$ cat config.mk
export PLATFORM = sky130hd
export DESIGN_NAME = halfbridge_pwm
export DESIGN_NICKNAME = d
export VERILOG_FILES = /design/src/rtl/hbpwm_pkg.sv /design/src/rtl/hbpwm_regs.sv /design/src/rtl/hbpwm_timebase.sv /design/src/rtl/hbpwm_trip.sv /design/src/rtl/hbpwm_action.sv /design/src/rtl/halfbridge_pwm.sv
export SDC_FILE = /design/constraint.sdc
export NUM_CORES = 1
export LEC_CHECK = 0
export ABC_AREA = 0
export BUFFER_PORTS_ARGS = -buffer_cell sky130_fd_sc_hd__buf_4
export CAP_MARGIN = 20
export CORE_MARGIN = 2
export CORE_UTILIZATION = 65
export DETAILED_ROUTE_END_ITERATION = 6
export GPL_ROUTABILITY_DRIVEN = 0
export PLACE_DENSITY = 0.83
export SLEW_MARGIN = 10
export SYNTH_ARGS = -nofsm -noshare
export SYNTH_HDL_FRONTEND = slang
export SYNTH_SLANG_ARGS = --single-unit
$ cat constraint.sdc
create_clock -name clk -period 6.3 [get_ports clk]
set_input_delay 0.315 -clock clk [delete_from_list [all_inputs] [get_ports clk]]
set_output_delay 0.315 -clock clk [all_outputs]
set_load 0.1 [all_outputs]
$ cat src/rtl/hbpwm_pkg.sv
package hbpwm_pkg;
  localparam int ADDR_W = 3;
  localparam logic [ADDR_W-1:0] A_PRD   = 3'd0;
  localparam logic [ADDR_W-1:0] A_CMPA  = 3'd1;
  localparam logic [ADDR_W-1:0] A_CMPB  = 3'd2;
  localparam logic [ADDR_W-1:0] A_PHASE = 3'd3;
  localparam logic [ADDR_W-1:0] A_CTRL  = 3'd4;
  localparam int C_ARM   = 0;
  localparam int C_FORCE = 1;
  localparam int C_CLEAR = 2;
  typedef enum logic {DIR_UP = 1'b0, DIR_DN = 1'b1} dir_e;
endpackage

$ cat src/rtl/hbpwm_regs.sv
module hbpwm_regs
  import hbpwm_pkg::*;
#(
  parameter int W = 16
) (
  input  logic              clk,
  input  logic              rst_n,
  input  logic              wr_valid_i,
  input  logic [ADDR_W-1:0] wr_addr_i,
  input  logic [W-1:0]      wr_data_i,
  input  logic              zero_i,
  output logic [W-1:0]      prd_o,
  output logic [W-1:0]      cmpa_o,
  output logic [W-1:0]      cmpb_o,
  output logic [W-1:0]      phase_o,
  output logic              force_o,
  output logic              clear_o
);
  logic [W-1:0] prd_sh, cmpa_sh, cmpb_sh;
  logic         armed_q;
  logic         ctrl_wr, arm_wr;

  assign ctrl_wr = wr_valid_i && (wr_addr_i == A_CTRL);
  assign arm_wr  = ctrl_wr && wr_data_i[C_ARM];
  assign force_o = ctrl_wr && wr_data_i[C_FORCE];
  assign clear_o = ctrl_wr && wr_data_i[C_CLEAR];

  always_ff @(posedge clk or negedge rst_n) begin
    if (!rst_n) begin
      prd_sh  <= '0;
      cmpa_sh <= '0;
      cmpb_sh <= '0;
      phase_o <= '0;
      prd_o   <= '0;
      cmpa_o  <= '0;
      cmpb_o  <= '0;
      armed_q <= 1'b0;
    end else begin
      if (wr_valid_i) begin
        case (wr_addr_i)
          A_PRD:   prd_sh  <= wr_data_i;
          A_CMPA:  cmpa_sh <= wr_data_i;
          A_CMPB:  cmpb_sh <= wr_data_i;
          A_PHASE: phase_o <= wr_data_i;
          default: ;
        endcase
      end
      // group transfer: all three together, once per arm
      if (zero_i && armed_q) begin
        prd_o   <= prd_sh;
        cmpa_o  <= cmpa_sh;
        cmpb_o  <= cmpb_sh;
        armed_q <= 1'b0;
      end
      if (arm_wr) armed_q <= 1'b1;
    end
  end

  // working set only moves at an armed zero boundary
  p_hold_active_r6: assert property (@(posedge clk) disable iff (!rst_n)
    !(zero_i && armed_q) |=> ($stable(prd_o) && $stable(cmpa_o) && $stable(cmpb_o)));
  // arm is consumed by the load
  p_arm_selfclear_r5: assert property (@(posedge clk) disable iff (!rst_n)
    (zero_i && armed_q && !arm_wr) |=> !armed_q);
endmodule

$ cat src/rtl/hbpwm_timebase.sv
module hbpwm_timebase
  import hbpwm_pkg::*;
#(
  parameter int W = 16
) (
  input  logic         clk,
  input  logic         rst_n,
  input  logic         sync_i,
  input  logic [W-1:0] phase_i,
  input  logic [W-1:0] prd_i,
  output logic [W-1:0] cnt_o,
  output dir_e         dir_o,
  output logic         zero_o
);
  logic [W-1:0] cnt_q;
  dir_e         dir_q;

  always_ff @(posedge clk or negedge rst_n) begin
    if (!rst_n) begin
      cnt_q <= '0;
      dir_q <= DIR_UP;
    end else if (sync_i) begin
      cnt_q <= phase_i;
      dir_q <= DIR_UP;
    end else if (cnt_q == '0) begin
      dir_q <= DIR_UP;
      cnt_q <= (prd_i == '0) ? '0 : W'(1);
    end else if (dir_q == DIR_UP) begin
      if (cnt_q >= prd_i) begin
        dir_q <= DIR_DN;
        cnt_q <= cnt_q - W'(1);
      end else begin
        cnt_q <= cnt_q + W'(1);
      end
    end else begin
      cnt_q <= cnt_q - W'(1);
    end
  end

  assign cnt_o  = cnt_q;
  assign dir_o  = dir_q;
  assign zero_o = (cnt_q == '0);

  // phase load on sync, then upward
  p_sync_load_r10: assert property (@(posedge clk) disable iff (!rst_n)
    sync_i |=> (cnt_q == $past(phase_i)) && (dir_q == DIR_UP));
  // without sync the counter moves by one step or sits at zero
  p_step_r1: assert property (@(posedge clk) disable iff (!rst_n)
    !sync_i |=> (cnt_q == $past(cnt_q) + W'(1)) || (cnt_q == $past(cnt_q) - W'(1))
                || (cnt_q == '0));
endmodule

$ cat src/rtl/hbpwm_trip.sv
module hbpwm_trip (
  input  logic clk,
  input  logic rst_n,
  input  logic trip_i,
  input  logic force_i,
  input  logic clear_i,
  input  logic zero_i,
  output logic gate_off_o
);
  logic tripped_q, resume_wait_q;

  always_ff @(posedge clk or negedge rst_n) begin
    if (!rst_n) begin
      tripped_q     <= 1'b0;
      resume_wait_q <= 1'b0;
    end else if (trip_i || force_i) begin
      tripped_q <= 1'b1;
    end else if (clear_i && tripped_q) begin
      tripped_q     <= 1'b0;
      resume_wait_q <= 1'b1;
    end else if (zero_i && resume_wait_q) begin
      resume_wait_q <= 1'b0;
    end
  end

  assign gate_off_o = tripped_q || resume_wait_q;

  // a trip request beats a clear in the same cycle
  p_trip_wins_r9: assert property (@(posedge clk) disable iff (!rst_n)
    (trip_i || force_i) |=> tripped_q);
  // leaving the hold only happens on a zero cycle
  p_resume_on_zero_r9: assert property (@(posedge clk) disable iff (!rst_n)
    (resume_wait_q && !tripped_q && !zero_i) |=> gate_off_o);
endmodule

$ cat src/rtl/hbpwm_action.sv
module hbpwm_action
  import hbpwm_pkg::*;
#(
  parameter int W = 16
) (
  input  logic         clk,
  input  logic         rst_n,
  input  logic [W-1:0] cnt_i,
  input  dir_e         dir_i,
  input  logic         zero_i,
  input  logic [W-1:0] cmpa_i,
  input  logic [W-1:0] cmpb_i,
  input  logic         gate_off_i,
  output logic         a_o,
  output logic         b_o
);
  localparam int NCH = 2;
  logic [W-1:0] on_at  [NCH];
  logic [W-1:0] off_at [NCH];
  logic         q      [NCH];

  // channel 0 acts while rising, channel 1 while falling
  assign on_at[0]  = cmpa_i;
  assign off_at[0] = cmpb_i;
  assign on_at[1]  = cmpb_i;
  assign off_at[1] = cmpa_i;

  for (genvar i = 0; i < NCH; i++) begin : g_ch
    logic active_dir;
    assign active_dir = (dir_i == ((i == 0) ? DIR_UP : DIR_DN));
    always_ff @(posedge clk or negedge rst_n) begin
      if (!rst_n) begin
        q[i] <= 1'b0;
      end else if (gate_off_i || zero_i) begin
        q[i] <= 1'b0;
      end else if (active_dir && (cnt_i == off_at[i])) begin
        q[i] <= 1'b0;
      end else if (active_dir && (cnt_i == on_at[i]) && !q[NCH-1-i]) begin
        q[i] <= 1'b1;
      end
    end
  end

  assign a_o = q[0];
  assign b_o = q[1];

  // gates never on together
  p_no_overlap_r3: assert property (@(posedge clk) disable iff (!rst_n)
    !(q[0] && q[1]));
  // zero cycle clears both
  p_zero_low_r3: assert property (@(posedge clk) disable iff (!rst_n)
    zero_i |=> (!q[0] && !q[1]));
  // trip hold clears both
  p_trip_low_r7: assert property (@(posedge clk) disable iff (!rst_n)
    gate_off_i |=> (!q[0] && !q[1]));
endmodule

$ cat src/rtl/halfbridge_pwm.sv
module halfbridge_pwm
  import hbpwm_pkg::*;
#(
  parameter int W = 16
) (
  input  logic              clk,
  input  logic              rst_n,
  input  logic              wr_valid,
  output logic              wr_ready,
  input  logic [ADDR_W-1:0] wr_addr,
  input  logic [W-1:0]      wr_data,
  input  logic              sync_in,
  input  logic              trip_in,
  output logic              sync_out,
  output logic              pwm_a,
  output logic              pwm_b
);
  logic [W-1:0] prd, cmpa, cmpb, phase, cnt;
  dir_e         dir;
  logic         zero, force_trip, clear_trip, gate_off, a_q, b_q;

  assign wr_ready = 1'b1;

  hbpwm_regs #(.W(W)) u_regs (
    .clk(clk), .rst_n(rst_n),
    .wr_valid_i(wr_valid), .wr_addr_i(wr_addr), .wr_data_i(wr_data),
    .zero_i(zero),
    .prd_o(prd), .cmpa_o(cmpa), .cmpb_o(cmpb), .phase_o(phase),
    .force_o(force_trip), .clear_o(clear_trip)
  );

  hbpwm_timebase #(.W(W)) u_tb (
    .clk(clk), .rst_n(rst_n),
    .sync_i(sync_in), .phase_i(phase), .prd_i(prd),
    .cnt_o(cnt), .dir_o(dir), .zero_o(zero)
  );

  hbpwm_trip u_trip (
    .clk(clk), .rst_n(rst_n),
    .trip_i(trip_in), .force_i(force_trip), .clear_i(clear_trip),
    .zero_i(zero), .gate_off_o(gate_off)
  );

  hbpwm_action #(.W(W)) u_act (
    .clk(clk), .rst_n(rst_n),
    .cnt_i(cnt), .dir_i(dir), .zero_i(zero),
    .cmpa_i(cmpa), .cmpb_i(cmpb), .gate_off_i(gate_off),
    .a_o(a_q), .b_o(b_q)
  );

  // trip takes the gates down in the cycle after it is latched
  assign pwm_a    = a_q && !gate_off;
  assign pwm_b    = b_q && !gate_off;
  assign sync_out = zero;
endmodule

==> results.json, run 1 <==
{
  "grt_use_total_pct": 30.37,
  "cts_tree": "built",
  "post-dp-hpwl_mm": 10.32,
  "synthFlopType": "dfrtp_1",
  "die_x_um": 104.5,
  "layout_min_cycle_time_ps": 3108,
  "status": "finished, final reports clean",
  "ant_nets": 0,
  "fin_tns_setup_ps": 0,
  "slew_headroom_pct": 48.28,
  "multi_input_area_um2": 3064,
  "max-cap-violations": 0,
  "met1_usage_pct": 41.38,
  "synth-edff-count": 0,
  "cts.sinks": 134,
  "synth_top_area_cell": "dfrtp_1",
  "finalNetCount": 598,
  "grtUsageMet2_pct": 46.73,
  "cpMaxStageDelayCell": "or4_4",
  "ys_warn_count": 0,
  "drt_iter0_drc": 596,
  "slowest_delay_ps": 590,
  "arrival_ps": 3500,
  "grt_max_degree": 90,
  "finalSetupViolations": 0,
  "synth_area_um2": 6570,
  "htree_num_levels": 4,
  "synth_cell_types": 57,
  "cts_buffers": 17,
  "drive_gt1_share_pct": 33.63,
  "n_antenna_cell": 0,
  "syn2layout_area_growth_pct": 14.80,
  "cp-end-kind": "flop",
  "place_inst": 666,
  "hold_path_class": "in -> reg",
  "critPathMaxFanout": 13,
  "clock_path_buffers": 2,
  "peakVddDrop_v": 0.0002425,
  "grt.met3_usage_pct": 7.923,
  "finalPower_mw": 3.008,
  "grt-ovfl-total": 0,
  "totalWireLength_mm": 15.75,
  "synth_area_per_cell_um2": 12.42,
  "setup.worst_path.class": "reg -> reg",
  "register_area_um2": 3353,
  "fin_skew_ps": 5.471,
  "worstMarginPinSlew_ps": 769.9,
  "wl_per_cell_um": 22.46,
  "post_cts_buffers": 0,
  "grt_pass1_vias": 4670,
  "leakage_nw": 3.437,
  "clockRootBuffer": "clkbuf_8",
  "fin_crit_sh_pct": 49.33,
  "syn-num-nets": 572,
  "rows": 36,
  "ys_seq_elements": 134,
  "critical_path_required_ps": 6700,
  "routed-via-count": 4586,
  "pre_cts_slack_ps": 3228,
  "start_util_pct": 67.22,
  "crit_chain": "ha_1, nand4_1, or4_4, o32a_1, nand2_1, mux2_2, o311ai_0",
  "antenna_found_initial": 0,
  "powerDensity_nw_per_um2": 398.8,
  "synthArstFlopShare_pct": 100.0,
  "finalWorstSetupSlack_ps": 3192,
  "core_area_um2": 9774,
  "post-route-drc-count": 0,
  "synthCells": 529,
  "fin_cells": 701,
  "synth.top_cell.area_share_pct": 51.04,
  "design.portCount": 28,
  "viasPerCell": 6.542,
  "hold_slack_ps": 34.21,
  "report.final.slew_viol_count": 0,
  "hold_violations": 0,
  "fp.dieH_um": 104.5,
  "clkTransAtPathRegs_ps": 60,
  "die_area_um2": 10930,
  "synth_common_cells": "dfrtp_1 (134), mux2_2 (113), nand2_1 (29), xor2_1 (25), inv_1 (21)",
  "drtPass1Iterations": 6,
  "insertion_delay_ps": 530,
  "port_buffers": 26,
  "top_usage_layer": "met2",
  "grt_pass1_wl_mm": 25.16,
  "crit_path_start_kind": "flop",
  "yosysMostFrequentCell": "dfrtp_1",
  "fmax_ghz": 0.3218,
  "fill_cells": 604,
  "synthTopCellsByArea": "dfrtp_1 (51%), mux2_2 (19%), ha_1 (3.6%)",
  "ys_seq_area_share_pct": 51.04,
  "grt_setup_unrepaired": "false"
}
## registers in the layout (all words and copies together) (netlist names)
signal                cells
u_tb.cnt_o               16
u_regs.cmpb_o            16
u_trip.resume_wait_q      1
u_regs.cmpb_sh           16
u_act.a_o                 1
u_regs.cmpa_o            16
u_act.b_o                 1
u_tb.dir_o                1
u_regs.armed_q            1
u_regs.prd_o             16
u_trip.tripped_q          1
u_regs.phase_o           16
u_regs.prd_sh            16
u_regs.cmpa_sh           16
## final cells by class
cell class                 count  share of cell area, %
sequential                   134                  44.46
multi-input combinational    346                  40.63
clock buffer                  20                  6.038
timing repair buffer          34                  3.898
tap                          133                  2.206
clock inverter                12                  1.676
inverter                      22                  1.095
## final timing paths
| path | from | endpoint | slack, ps | cells past startpoint |
|---|---|---|---|---|
| min in group asynchronous | rst_n | u_regs.prd_o[13]$_DFFE_PN0P_ | 240 | 2 |
| max in group asynchronous | rst_n | u_regs.prd_sh[3]$_DFFE_PN0P_ | 5200 | 3 |
| hold reg to reg | u_regs.prd_sh[11]$_DFFE_PN0P_ | u_regs.prd_o[11]$_DFFE_PN0P_ | 500 | 1 |
| setup reg to reg | u_tb.cnt_o[11]$_DFF_PN0_ | u_tb.cnt_o[10]$_DFF_PN0_ | 3190 | 7 |
| hold / removal | trip_in | u_trip.tripped_q$_DFFE_PN0P_ | 30 | 3 |
| setup / recovery | u_tb.cnt_o[11]$_DFF_PN0_ | u_tb.cnt_o[10]$_DFF_PN0_ | 3190 | 7 |
## power breakdown
group	switching (mW)	internal, mW
logic	0.417	0.370
registers	0.236	1.03
clock network	0.364	0.593
## repair_timing
item / 4_1_cts / 5_1_grt
endpoints found under the hold margin: 0 / 20
hold buffers: 0 / 1
resized for setup: 0 / 0
## per-stage QoR
stage               cell area [um^2]  util, %
floorplan                       6570        -
global placement                6892    70.51
detailed placement              6903    70.62
CTS                             7485    76.57
global route                    7542    77.16
finish                          7542    77.16
## layout by cell type (no fill, tap or decap), types with 11 or more instances in the layout
cell type    n
buf_4       30
clkbuf_16   16
dfrtp_1    134
ha_1        19
inv_1       21
mux2_2     113
nand2_1     28
nand3_1     11
nor2_1      15
nor4_1      12
xnor2_1     19
xor2_1      25
## per-layer routing
| layer | vias up | share of wire, % | routed length, um |
|---|---|---|---|
| li1 | 1977 | - | - |
| met1 | 2303 | 41 | 6382 |
| met2 | 246 | 48 | 7581 |
| met3 | 60 | 8.5 | 1334 |
| met4 | 0 | 2.9 | 449 |
| met5 | - | 0 | 0 |
## cell families after synthesis
kind of cell / synth area share (%)
muxes: 19.52
and+or+nand+nor: 9.827
other: 0.05708
adders and majority gates: 3.618
xor gates and xnor gates: 5.866
buffers and inverters: 2.952
DFF: 51.04
AOI/OAI and AO/OA: 7.122
## worst max-delay path, delay by kind of cell (launching register included)
| family | cells | cell delay (ps) |
|---|---|---|
| AND/OR/NAND/NOR | 3 | 1020 |
| AO/OA/AOI/OAI | 2 | 640 |
| flip-flops | 1 | 530 |
| adder cells (fa/ha/maj) | 1 | 400 |
| multiplexers | 1 | 370 |
No activity file was read; power rests on OpenSTA's default activity.
==> inputs of run 2 (changes only) <==
- CORE_UTILIZATION: 65 -> 56
- PLACE_DENSITY: 0.83 -> 0.76
- clock period: 6.3 -> 2.75 ns (I/O delays scaled with it)
==> run 2 against run 1 <==
Effect of this change: clock skew increased by 1.7 ps; first-iteration DRC count decreased by 47%; worst hold slack improved by 67 ps; critical endpoint is now u_tb.cnt_o[12]$_DFF_PN0_.
==> results.json, run 2 (same netlist as run 1, synthesis figures left out) <==
{
  "status": "finished, final reports clean",
  "ant_nets": 0,
  "setup.worst_path.class": "reg -> reg",
  "crit_path_start_kind": "flop",
  "die_area_um2": 12610,
  "start_util_pct": 57.54,
  "drt_iter0_drc": 317,
  "htree_num_levels": 4,
  "viasPerCell": 6.077,
  "cts.sinks": 134,
  "power.switching_mw": 2.308,
  "hold_violations": 0,
  "routed-via-count": 4552,
  "grt-ovfl-total": 0,
  "fin_skew_ps": 7.137,
  "place_area_um2": 7093,
  "n_antenna_cell": 0,
  "clockRootBuffer": "clkbuf_16",
  "fin_cells": 749,
  "sequentialPowerShare_pct": 35.5,
  "fin_crit_sh_pct": 97.87,
  "worstMarginPinSlew_ps": 1000,
  "clkTransAtPathRegs_ps": 60,
  "finalSetupViolations": 0,
  "crit_buf_inv": 1,
  "drtPass1Iterations": 5,
  "hold_slack_ps": 101.0,
  "fmax_ghz": 0.3716,
  "cpMaxStageDelayCell": "or4_4",
  "fp.dieH_um": 112.3,
  "grt_pass1_vias": 4824,
  "crit_family": "simple AND/OR/NAND/NOR gates",
  "insertion_delay_ps": 430,
  "power.share.clock_pct": 34.6,
  "clock_path_buffers": 2,
  "finalPower_mw": 7.414,
  "comb_power_share_pct": 30.0,
  "final_area_um2": 7959,
  "arrival_ps": 3000,
  "cts_buffers": 17,
  "grt_max_degree": 78,
  "hold_path_class": "in -> reg",
  "internal-power_mw": 5.106,
  "grt_pass1_wl_mm": 25.31,
  "antenna_found_initial": 0,
  "core_area_um2": 11420,
  "rows": 39,
  "grt_setup_unrepaired": "true",
  "drive_gt1_share_pct": 34.65,
  "slowest_delay_ps": 580,
  "final_common_cell": "dfrtp_1",
  "powerDensity_nw_per_um2": 931.5,
  "layout_min_cycle_time_ps": 2691,
  "port_buffers": 26,
  "max-cap-violations": 0,
  "place_inst": 698,
  "finalNetCount": 636,
  "crit_chain": "inv_1, ha_1, nand4_4, or4_4, o32a_1, nand3_1, o31ai_1, a311o_1",
  "critPathMaxFanout": 8,
  "slew_headroom_pct": 32.96,
  "grt_use_total_pct": 26.62,
  "post-route-drc-count": 0,
  "syn2layout_area_growth_pct": 21.14,
  "design.portCount": 28,
  "report.final.slew_viol_count": 0,
  "post-dp-hpwl_mm": 10.68,
  "final_cell_mix": "dfrtp_1 (134), mux2_2 (113), buf_4 (51), nand2_1 (28), xor2_1 (25)",
  "cp-end-kind": "flop",
  "totalWireLength_mm": 15.50,
  "final_util_pct": 69.70,
  "leakage_nw": 3.642,
  "peakVddDrop_v": 0.0009019,
  "p_sw_share_pct": 31.13,
  "critical_path_required_ps": 3060,
  "die_x_um": 112.3,
  "cts_tree": "built",
  "wl_per_cell_um": 20.69
}
==> run 2: final timing paths <==
| path | startpoint | to | slack, ps | cells past startpoint |
|---|---|---|---|---|
| min in group asynchronous | rst_n | u_regs.cmpa_sh[14]$_DFFE_PN0P_ | 290 | 2 |
| max in group asynchronous | rst_n | u_regs.prd_sh[3]$_DFFE_PN0P_ | 1690 | 3 |
| hold reg to reg | u_regs.cmpb_sh[8]$_DFFE_PN0P_ | u_regs.cmpb_o[8]$_DFFE_PN0P_ | 500 | 1 |
| hold / removal | sync_in | u_tb.cnt_o[1]$_DFF_PN0_ | 100 | 3 |
| setup reg to reg | u_regs.prd_o[13]$_DFFE_PN0P_ | u_tb.cnt_o[12]$_DFF_PN0_ | 60 | 8 |
| setup / recovery | u_regs.prd_o[13]$_DFFE_PN0P_ | u_tb.cnt_o[12]$_DFF_PN0_ | 60 | 8 |
==> run 2: metal layers <==
layer	up-vias	wire, um	global-route usage, %
met5	-	0	0
li1	2048	-	-
met3	33	851	7.991
met1	2341	6593	34.53
met4	0	401	10.81
met2	130	7651	42.21
==> run 2: final cells by class <==
cell class / count / area [um^2]
fill: 811 / 3460
tap: 143 / 178.9
clock inverter: 12 / 224.0
sequential: 134 / 3353
inverter: 22 / 82.58
timing repair buffer: 72 / 604.3
multi-input combinational: 346 / 3069
clock buffer: 20 / 446.7
==> run 2: stage by stage <==
step | setup slack [ps] | setup TNS (ps)
6_report | 58.67 | 0
4_1_cts | 78.74 | 0
2_1_floorplan | 149.6 | 0
3_5_place_dp | 134.9 | 0
3_3_place_gp | 204.5 | 0
5_1_grt | -36.87 | -57.15
==> run 2: what timing repair did <==
item	in CTS	in global routing
setup endpoints to repair	0	4
hold buffers	19	0
hold endpoints to repair	134	0
setup buffers	0	0
resized for setup	0	2
==> run 2: worst reg2reg max path, delay by kind of cell, from the launching register on <==
family / cells / cell delay [ps]
buffers and inverters: 1 / 60
flip-flops: 1 / 370
AO/OA/AOI/OAI: 3 / 750
adder cells (fa/ha/maj): 1 / 350
AND/OR/NAND/NOR: 3 / 1050
==> run 2: power groups by stage <==
stage,sequential [mW],clock (mW),combinational (mW)
2_1_floorplan,2.57,0,1.51
3_3_place_gp,2.63,0,2.07
3_5_place_dp,2.65,0,2.15
4_1_cts,2.62,2.60,2.20
5_1_grt,2.67,2.68,2.42
6_report,2.63,2.56,2.22
==> inputs of run 3 (changes only) <==
- REMOVE_ABC_BUFFERS: unset -> 1
==> run 3 against run 2 <==
Effect of this change: flip-flop and latch count did not move; combinational power about the same; power shrank 3.8%; worst hold slack got worse by 75 ps; fmax fell by 1.0%; core utilization shrank 0.60 points.
==> results.json, run 3 (same netlist as run 1, synthesis figures left out) <==
{
  "status": "finished, final reports clean",
  "n_antenna_cell": 0,
  "fp.dieH_um": 112.3,
  "critical_path_required_ps": 3050,
  "design.portCount": 28,
  "cts.sinks": 134,
  "final_common_cell": "dfrtp_1",
  "viasPerCell": 6.135,
  "fin_cells": 749,
  "cp-endpoint": "u_tb.cnt_o[10]$_DFF_PN0_",
  "clockRootBuffer": "clkbuf_16",
  "place_area_um2": 7086,
  "hold_violations": 0,
  "grtUsageMet2_pct": 41.37,
  "start_util_pct": 57.54,
  "clock_path_buffers": 2,
  "r2r_cells": 8,
  "grt_use_total_pct": 26.51,
  "max-cap-violations": 0,
  "antenna_found_initial": 0,
  "post-route-drc-count": 0,
  "fin_skew_ps": 11.36,
  "grt.met3_usage_pct": 7.289,
  "grt_max_degree": 81,
  "grt_pass1_vias": 4751,
  "wl_per_cell_um": 20.76,
  "cts_buffers": 17,
  "place_inst": 697,
  "fmax_ghz": 0.3679,
  "layout_min_cycle_time_ps": 2718,
  "top_usage_layer": "met2",
  "htree_num_levels": 4,
  "die_x_um": 112.3,
  "setup.worst_path.class": "reg -> reg",
  "final_cell_mix": "dfrtp_1 (134), mux2_2 (113), buf_4 (52), nand2_1 (28), xor2_1 (25)",
  "hold_slack_ps": 26.23,
  "insertion_delay_ps": 430,
  "totalWireLength_mm": 15.55,
  "drtPass1Iterations": 6,
  "syn2layout_area_growth_pct": 20.09,
  "crit_path_start_kind": "flop",
  "grt_pass1_wl_mm": 25.54,
  "report.final.slew_viol_count": 0,
  "drive_gt1_share_pct": 34.65,
  "finalNetCount": 636,
  "slew_headroom_pct": 49.87,
  "ant_nets": 0,
  "arrival_ps": 3020,
  "cp-end-kind": "flop",
  "grt_setup_unrepaired": "true",
  "final_area_um2": 7890,
  "min-delay-start": "wr_data[2]",
  "regToRegSetupSlack_ps": 30,
  "finalPower_mw": 7.132,
  "post-dp-hpwl_mm": 10.39,
  "drt_iter0_drc": 503,
  "finalSetupViolations": 0,
  "cpMaxStageDelayCell": "or4_4",
  "worstReg2RegStart": "u_regs.prd_o[13]$_DFFE_PN0P_",
  "fin_tns_setup_ps": 0,
  "grt-ovfl-total": 0,
  "hold_path_class": "in -> reg",
  "clkTransAtPathRegs_ps": 60,
  "slowest_delay_ps": 600,
  "die_area_um2": 12610,
  "powerDensity_nw_per_um2": 904.0,
  "peakVddDrop_v": 0.0007820,
  "fin_crit_sh_pct": 98.85,
  "critPathLaunch": "u_regs.prd_o[13]$_DFFE_PN0P_",
  "worstMarginPinSlew_ps": 751.9,
  "port_buffers": 26,
  "rows": 39,
  "routed-via-count": 4595,
  "core_area_um2": 11420,
  "crit_chain": "inv_1, ha_1, nand4_4, or4_4, o32a_1, nand2_1, mux2_2, o311ai_0",
  "critPathMaxFanout": 4,
  "leakage_nw": 3.604,
  "met1_usage_pct": 35.65,
  "cts_tree": "built",
  "fill_cells": 820,
  "r2r_end": "u_tb.cnt_o[10]$_DFF_PN0_"
}
==> run 3: repair_timing <==
item                                   4_1_cts  5_1_grt
endpoints found under the hold margin      138        0
resized for setup                            0        3
setup endpoints to repair                    0        7
hold buffers                                18        0
buffers inserted                             0        2
==> run 3: how the worst min path moves through the flow <==
stage	end	slack, ps	cells past startpoint
3_3_place_gp	u_regs.prd_sh[10]$_DFFE_PN0P_	220	1
3_5_place_dp	u_regs.prd_sh[10]$_DFFE_PN0P_	230	1
6_report	u_regs.prd_sh[2]$_DFFE_PN0P_	30	2
4_1_cts	u_regs.prd_sh[2]$_DFFE_PN0P_	6	2
5_1_grt	u_regs.cmpb_sh[2]$_DFFE_PN0P_	10	2
2_1_floorplan	u_act.a_o$_DFFE_PN0P_	-160	0
==> run 3: critical path: cells and delay by family, from the launching register on <==
kind / cells / cell delay, ps
AO/OA/AOI/OAI: 2 / 610
AND/OR/NAND/NOR: 3 / 900
multiplexers: 1 / 340
flip-flops: 1 / 370
adder cells (fa/ha/maj): 1 / 330
buffers and inverters: 1 / 50
==> run 3: metal layers <==
metal / wire length (um) / part of all wire [%] / vias up
met4: 403 / 2.6 / 0
met5: 0 / 0 / -
li1: - / - / 2056
met2: 7366 / 47 / 211
met1: 6683 / 43 / 2282
met3: 1096 / 7.0 / 46
==> run 3: metrics by stage <==
stage	utilization (%)	setup WS [ps]
after CTS	68.79	29.90
after detailed placement	62.05	30.79
final	69.10	31.62
after global placement	62.05	151.3
after global routing	69.10	-55.12
after floorplan	-	-8.490
==> run 3: layout make-up <==
| class | count | area, um^2 | share of cell area, % |
|---|---|---|---|
| Inverter | 22 | 82.58 | 1.047 |
| Clock buffer | 25 | 495.5 | 6.280 |
| Clock inverter | 7 | 93.84 | 1.189 |
| Tap cell | 143 | 178.9 | 2.268 |
| Timing Repair Buffer | 72 | 601.8 | 7.628 |
| Sequential cell | 134 | 3353 | 42.50 |
| Multi-Input combinational cell | 346 | 3084 | 39.09 |
==> run 3: where the power goes <==
group	switching [mW]	internal, mW	leakage (nW)
Clock	0.819	1.43	0.283
Sequential	0.309	2.36	1.70
Combinational	1.21	1.00	1.62
Total	2.34	4.79	3.60
